### config.mk
export PLATFORM = sky130hd
export DESIGN_NAME = tx_wrr_arbiter
export DESIGN_NICKNAME = d
export VERILOG_FILES = /design/src/rtl/tx_arb_pkg.sv /design/src/rtl/tx_queue_ctrl.sv /design/src/rtl/tx_credit_ctr.sv /design/src/rtl/tx_wrr_fsm.sv /design/src/rtl/tx_wrr_arbiter.sv
export SDC_FILE = /design/constraint.sdc
export NUM_CORES = 1
export LEC_CHECK = 0
export CAP_MARGIN = 10
export CORE_MARGIN = 2
export CORE_UTILIZATION = 47
export CTS_CLUSTER_DIAMETER = 200
export DETAILED_ROUTE_END_ITERATION = 7
export PLACE_DENSITY = 0.88
export SLEW_MARGIN = 25
export SYNTH_ARGS = -nofsm -noshare
export SYNTH_HDL_FRONTEND = slang
export SYNTH_HIERARCHICAL = 1
export SYNTH_SLANG_ARGS = --single-unit
### constraint.sdc
create_clock -name clk -period 2.45 [get_ports clk]
set_input_delay 0.49 -clock clk [delete_from_list [all_inputs] [get_ports clk]]
set_output_delay 0.49 -clock clk [all_outputs]
set_load 0.01 [all_outputs]
### src/rtl/tx_arb_pkg.sv
package tx_arb_pkg;

    typedef enum logic [1:0] {
        ST_IDLE    = 2'd0,
        ST_SEND_HI = 2'd1,
        ST_SEND_LO = 2'd2
    } arb_state_t;

    localparam int NUM_Q = 2;
    localparam int Q_HI  = 0;
    localparam int Q_LO  = 1;

endpackage

### src/rtl/tx_queue_ctrl.sv
// Per-queue run/stop bookkeeping: start, deferred stop, completion pulse.
module tx_queue_ctrl (
    input  logic clk,
    input  logic rst_n,
    input  logic start_cmd,
    input  logic stop_cmd,
    input  logic active,
    input  logic frame_end,
    output logic running,
    output logic grantable,
    output logic stop_done
);

    logic pending_q;
    logic stop_req;
    logic can_close;

    // A stop request is either a fresh pulse or a pending stop that no start cancelled.
    assign stop_req  = stop_cmd || (pending_q && !start_cmd);
    // The stop can complete when this queue is not mid-frame.
    assign can_close = !active || frame_end;
    assign grantable = running && !pending_q && !stop_cmd;

    always_ff @(posedge clk) begin
        if (!rst_n) begin
            running   <= 1'b0;
            pending_q <= 1'b0;
            stop_done <= 1'b0;
        end else begin
            stop_done <= 1'b0;
            if (stop_req) begin
                if (can_close) begin
                    running   <= 1'b0;
                    pending_q <= 1'b0;
                    stop_done <= 1'b1;
                end else begin
                    pending_q <= 1'b1;
                end
            end else if (start_cmd) begin
                running   <= 1'b1;
                pending_q <= 1'b0;
            end
        end
    end

endmodule

### src/rtl/tx_credit_ctr.sv
// Counts high-priority frames granted since the last low grant or reset.
module tx_credit_ctr #(
    parameter int CODE_W = 3
) (
    input  logic              clk,
    input  logic              rst_n,
    input  logic [CODE_W-1:0] code,
    input  logic              take_hi,
    input  logic              clear,
    output logic              quota_left,
    output logic              strict_mode
);

    localparam int MAX_QUOTA = 2 * ((1 << CODE_W) - 2);
    localparam int CNT_W     = $clog2(MAX_QUOTA + 3);

    logic [CNT_W-1:0] credit_q;
    logic [CNT_W-1:0] limit;

    // Quota is 1 for code 0, otherwise twice the code.
    always_comb begin
        if (code == '0) limit = CNT_W'(1);
        else            limit = CNT_W'({code, 1'b0});
    end

    assign strict_mode = &code;
    assign quota_left  = credit_q < limit;

    always_ff @(posedge clk) begin
        if (!rst_n) begin
            credit_q <= '0;
        end else if (clear) begin
            credit_q <= '0;
        end else if (take_hi && quota_left) begin
            credit_q <= credit_q + CNT_W'(1);
        end
    end

endmodule

### src/rtl/tx_wrr_fsm.sv
// Grant state machine: decides only when idle or on a frame boundary.
module tx_wrr_fsm
    import tx_arb_pkg::*;
(
    input  logic clk,
    input  logic rst_n,
    input  logic frame_end,
    input  logic hi_ok,
    input  logic lo_ok,
    input  logic quota_left,
    input  logic strict_mode,
    output logic grant_hi,
    output logic grant_lo,
    output logic take_hi,
    output logic clear_credit
);

    arb_state_t state_q, state_d;
    logic decide;
    logic pick_hi;
    logic pick_lo;

    assign pick_hi = hi_ok && (strict_mode || quota_left || !lo_ok);
    assign pick_lo = !pick_hi && lo_ok;

    always_comb begin
        decide = 1'b0;
        unique case (state_q)
            ST_IDLE:    decide = 1'b1;
            ST_SEND_HI: decide = frame_end;
            ST_SEND_LO: decide = frame_end;
            default:    decide = 1'b1;
        endcase
        state_d      = state_q;
        take_hi      = 1'b0;
        clear_credit = 1'b0;
        if (decide) begin
            clear_credit = !pick_hi;
            if (pick_hi) begin
                state_d = ST_SEND_HI;
                take_hi = 1'b1;
            end else if (pick_lo) begin
                state_d = ST_SEND_LO;
            end else begin
                state_d = ST_IDLE;
            end
        end
    end

    always_ff @(posedge clk) begin
        if (!rst_n) state_q <= ST_IDLE;
        else        state_q <= state_d;
    end

    always_comb begin
        grant_hi = 1'b0;
        grant_lo = 1'b0;
        unique case (state_q)
            ST_SEND_HI: grant_hi = 1'b1;
            ST_SEND_LO: grant_lo = 1'b1;
            default:    ;
        endcase
    end

endmodule

### src/rtl/tx_wrr_arbiter.sv
module tx_wrr_arbiter
    import tx_arb_pkg::*;
#(
    parameter int CODE_W = 3
) (
    input  logic              clk,
    input  logic              rst_n,
    input  logic              hi_avail,
    input  logic              lo_avail,
    input  logic [CODE_W-1:0] weight_code,
    input  logic              hi_start,
    input  logic              hi_stop,
    input  logic              lo_start,
    input  logic              lo_stop,
    input  logic              frame_end,
    output logic              grant_hi,
    output logic              grant_lo,
    output logic              hi_running,
    output logic              lo_running,
    output logic              hi_stop_done,
    output logic              lo_stop_done
);

    logic [NUM_Q-1:0] start_v, stop_v, active_v, run_v, ok_v, done_v, avail_v;
    logic take_hi, clear_credit, quota_left, strict_mode;

    assign start_v  = {lo_start, hi_start};
    assign stop_v   = {lo_stop, hi_stop};
    assign avail_v  = {lo_avail, hi_avail};
    assign active_v = {grant_lo, grant_hi};

    for (genvar q = 0; q < NUM_Q; q++) begin : g_queue
        tx_queue_ctrl u_ctrl (
            .clk       (clk),
            .rst_n     (rst_n),
            .start_cmd (start_v[q]),
            .stop_cmd  (stop_v[q]),
            .active    (active_v[q]),
            .frame_end (frame_end),
            .running   (run_v[q]),
            .grantable (ok_v[q]),
            .stop_done (done_v[q])
        );
    end

    tx_credit_ctr #(.CODE_W(CODE_W)) u_credit (
        .clk         (clk),
        .rst_n       (rst_n),
        .code        (weight_code),
        .take_hi     (take_hi),
        .clear       (clear_credit),
        .quota_left  (quota_left),
        .strict_mode (strict_mode)
    );

    tx_wrr_fsm u_fsm (
        .clk          (clk),
        .rst_n        (rst_n),
        .frame_end    (frame_end),
        .hi_ok        (ok_v[Q_HI] && avail_v[Q_HI]),
        .lo_ok        (ok_v[Q_LO] && avail_v[Q_LO]),
        .quota_left   (quota_left),
        .strict_mode  (strict_mode),
        .grant_hi     (grant_hi),
        .grant_lo     (grant_lo),
        .take_hi      (take_hi),
        .clear_credit (clear_credit)
    );

    assign hi_running   = run_v[Q_HI];
    assign lo_running   = run_v[Q_LO];
    assign hi_stop_done = done_v[Q_HI];
    assign lo_stop_done = done_v[Q_LO];

endmodule

==> summary.txt, run 1 <==
Run status
  – Outcome: completed

Global route
  – Global route total overflow: 0
  – Pin count of the biggest net entering global routing: 11
  – Vias in the first global route: between 700 and 800
  – All-layer global routing usage: 21.2%
  – Antenna violations before repair: 0
  – Wire length of the first global-routing pass: around 3000 um

Critical path
  – Cells traversed along the worst timing path: clkdlybuf4s50_1 -> inv_1 -> ha_1 -> nand3_1 -> nor2_1 -> nor2_2 -> nor3b_2 -> nor2_1 -> o21ai_2 -> or4_1 -> a21boi_1
  – Data required time at the worst endpoint: 2650 ps
  – Biggest fanout along the worst timing path: 4
  – Critical path launch point type: input pin
  – Number of buffers and inverters on the critical path: 2
  – Stage delay of the slowest cell on the critical path: between 400 and 500 ps
  – Cell at the slowest stage of the critical path: sky130_fd_sc_hd__clkdlybuf4s50_1
  – Element type at the critical path end: flip-flop
  – Worst path depth: 11
  – Most common cell type on the critical path: sky130_fd_sc_hd__nor2_1
  – Length in cells of the worst reg-to-reg path: 9
  – Data arrival at the endpoint of the critical path: 2500 ps
  – CP delay by family, top: simple AND/OR/NAND/NOR gates
  – Worst Setup Path Type: input pin to flip-flop

Power
  – VDD IR max: 0.216 mV
  – Leakage: 0.439 nW
  – Total power density per cell area: 394 mW/mm^2

Yosys
  – Total standard cell area after synthesis: 729 sq um
  – Number of instances in the synthesized netlist: 81
  – Proportion of register bits with asynchronous set or reset after synthesis: 0%
  – Unique masters post-synth: 24
  – Count leader, synth: sky130_fd_sc_hd__dfxtp_1
  – Post-synth top area share: 32.9%
  – Synth warnings: 6
  – Main flop type after synthesis: sky130_fd_sc_hd__dfxtp_1
  – List of most frequent post-synthesis cells: 12 x sky130_fd_sc_hd__dfxtp_1, 7 x sky130_fd_sc_hd__inv_1, 7 x sky130_fd_sc_hd__nor2_1
  – Largest area contributor in the synthesized netlist: sky130_fd_sc_hd__dfxtp_1
  – Synthesized net count: 99
  – Share of synthesized area occupied by flip-flops and latches: 32.9%
  – Dominant cells by area after synthesis: sky130_fd_sc_hd__dfxtp_1 33%, sky130_fd_sc_hd__ha_1 10%, sky130_fd_sc_hd__nor3b_2 5.1%
  – Post-synth EDFFs: 0
  – Total of flip-flops plus latches after synthesis: 12
  – Syn_area_per_cell: 9.01 sq um

Floorplanning
  – Core region area: 0.00147 sq mm
  – Die height: 43.4 um
  – Placement row count: 14
  – Number of top-level pins: 18
  – Effective utilization at floorplan: ~50%
  – Chip width: 43.4 um
  – DIE AREA: approximately 0.0019 sq mm

Final layout
  – Number of nets in the final layout: 138
  – Ratio of cells with drive above 1 in the final layout: between 20% and 30%
  – Post-layout instance area: 0.00111 sq mm
  – Fin cells: 135
  – Relative area change from synthesis to final layout: 51.8%
  – Number of diodes: 0

Placed design
  – Port Buffer Count: 17
  – RePlAce Congestion: 0.766
  – HPWL after DPL: 1420 um
  – Placed cells: 131
  – Standard cell area after detailed placement: 0.00105 sq mm

Detailed routing
  – Overall via count from detail_route: 750
  – Number of vias per cell after detailed routing: around 5.6
  – Final ANT Viol Nets: 0
  – Total Wirelength: 1790 um
  – Drt initial violations: 18
  – Drt drc: 0
  – Final routed wire length divided by cell count: 13.2 um
  – Number of iterations in the first detailed-routing pass: 5

Run
  – Maxcap violations: 0

Timing
  – RSZ-0062 raised after global routing: no
  – Number of max-slew violations in the final report: 0
  – Relative max-transition margin: 77.4%
  – Setup violation total in the final timing report: 0
  – Slew of the pin with the lowest slew margin: 336 ps
  – Count of final hold-check violations: 0
  – Final min period: 2300 ps
  – Period utilisation layout: 93.9%
  – Worst clock skew: roughly 5.2 ps
  – Fmax: 435 MHz

CTS
  – Latest clock arrival within the worst-skew pair: 270 ps
  – Post-CTS repair timing setup buffer count: 0
  – Num CTS Buffers: 3
  – Clock tree from TritonCTS: yes
  – Clock root cell: sky130_fd_sc_hd__clkbuf_4
  – Maximum level of the CTS H-tree: 1
  – CTS Hold Bufs: 0
  – Clock slew at reported path FFs: 80 ps
  – Number of buffers between clock root and the deepest sink: 2
  – Number of clock sinks seen by CTS: 12

Worst hold path
  – Class of the tightest hold or removal check: flip-flop to flip-flop
  – Number of cells on the worst hold path: 2
flip-flops by register name (all words and copies together) (netlist names):
signal / count
u_fsm/state_q: 2
g_queue.u_ctrl/stop_done: 2
u_credit/credit_q: 4
g_queue.u_ctrl/running: 2
g_queue.u_ctrl/pending_q: 2
area by class of cell:
class	count	area, sq um
multi-input cells	62	482
well taps	16	20.0
repair buffers	34	303
fillers	119	364
flip-flops and latches	12	240
clock buffers	4	36.3
inverters	7	26.3
repair_timing:
item	4_1_cts	5_1_grt
pin swaps	1	4
setup endpoints to repair	1	4
resized for setup	1	5
logic make-up (layout without fill, tap and decap cells):
group	Yosys count	count (layout)	synth area share, %
and+or+nand+nor	33	33	30.2
AOI/OAI and AO/OA	23	23	23.0
adders and majority gates	6	6	10.3
DFF	12	12	32.9
buffers and inverters	7	45	3.60
stage by stage:
| step | TNS, ps | hold slack [ps] | power, mW | setup WS, ps | util [%] |
|---|---|---|---|---|---|
| after CTS | 0 | 507 | 0.441 | 3.56 | 73.8 |
| final | 0 | 510 | 0.437 | 149 | 75.3 |
| after global routing | 0 | 540 | 0.456 | 3.18 | 75.3 |
| after global placement | -709 | 472 | 0.278 | -222 | 71.2 |
| after detailed placement | -1070 | 492 | 0.280 | -342 | 71.2 |
| after floorplan | 0 | 454 | 0.227 | 199 | - |
path summary, 6_finish.rpt:
| check | slack (ps) | end | startpoint |
|---|---|---|---|
| setup / recovery | 150 | u_credit/credit_q[3]$_SDFFE_PP0P_ | weight_code[0] |
| hold / removal | 510 | u_fsm/state_q[0]$_SDFFE_PN0P_ | u_fsm/state_q[0]$_SDFFE_PN0P_ |
| setup reg to reg | 480 | u_credit/credit_q[3]$_SDFFE_PP0P_ | u_credit/credit_q[3]$_SDFFE_PP0P_ |
| hold reg to reg | 510 | u_fsm/state_q[0]$_SDFFE_PN0P_ | u_fsm/state_q[0]$_SDFFE_PN0P_ |
where the power goes:
group	internal [mW]	switching, mW
clock	0.0903	0.0688
sequential	0.199	0.00227
combinational	0.0440	0.0322
routing by layer:
layer	wire length (um)	part of all wire, %	vias to the layer above	track usage, %
met5	0	0	-	0
met4	0	0	0	5.45
met3	88	4.9	0	3.75
met2	1000	56	25	43.0
met1	694	39	353	21.7
li1	-	-	372	-
worst register-to-register path, stage by stage (launching register included):
cell                       delay (ps)
sky130_fd_sc_hd__dfxtp_1          400
sky130_fd_sc_hd__ha_4             230
sky130_fd_sc_hd__a21oi_2          120
sky130_fd_sc_hd__nand2_1           90
sky130_fd_sc_hd__nor2_2           150
sky130_fd_sc_hd__nor3b_2           70
sky130_fd_sc_hd__nor2_1           120
sky130_fd_sc_hd__o21ai_2           90
sky130_fd_sc_hd__or4_1            470
sky130_fd_sc_hd__a21boi_1         150
cell usage in the layout, fill, tap and decap left out:
cell type                         instances
sky130_fd_sc_hd__nor2b_1                  3
sky130_fd_sc_hd__o22a_1                   1
sky130_fd_sc_hd__ha_4                     1
sky130_fd_sc_hd__o211ai_1                 5
sky130_fd_sc_hd__a21oi_2                  1
sky130_fd_sc_hd__o21ai_2                  3
sky130_fd_sc_hd__nor2b_4                  2
sky130_fd_sc_hd__inv_1                    6
sky130_fd_sc_hd__buf_4                   17
sky130_fd_sc_hd__o31ai_1                  3
sky130_fd_sc_hd__nor2_1                   6
sky130_fd_sc_hd__o21a_1                   1
sky130_fd_sc_hd__nor3_1                   1
sky130_fd_sc_hd__nor4_4                   1
sky130_fd_sc_hd__dlymetal6s2s_1           2
sky130_fd_sc_hd__clkdlybuf4s50_1         15
sky130_fd_sc_hd__nand2_1                  6
sky130_fd_sc_hd__nor2_2                   1
sky130_fd_sc_hd__and2_1                   4
sky130_fd_sc_hd__inv_2                    1
sky130_fd_sc_hd__or3_1                    1
sky130_fd_sc_hd__nor3b_2                  3
sky130_fd_sc_hd__a21boi_1                 3
sky130_fd_sc_hd__clkbuf_8                 1
sky130_fd_sc_hd__dfxtp_1                 12
sky130_fd_sc_hd__o21ai_1                  2
sky130_fd_sc_hd__ha_1                     5
sky130_fd_sc_hd__clkbuf_4                 3
sky130_fd_sc_hd__nand3_1                  3
sky130_fd_sc_hd__o21ai_0                  2
sky130_fd_sc_hd__or4_1                    2
sky130_fd_sc_hd__o32ai_1                  2
Power figures use the tool's default switching activity.
==> run 2: changes to the inputs <==
--- a/config.mk
+++ b/config.mk
@@ -11,6 +11,7 @@
 export CTS_CLUSTER_DIAMETER = 200
 export DETAILED_ROUTE_END_ITERATION = 7
 export PLACE_DENSITY = 0.88
+export SKIP_LAST_GASP = 1
 export SLEW_MARGIN = 25
 export SYNTH_ARGS = -nofsm -noshare
 export SYNTH_HDL_FRONTEND = slang
==> results of run 2 <==
The final DEF is identical to that of run 1; final timing and power are the same.
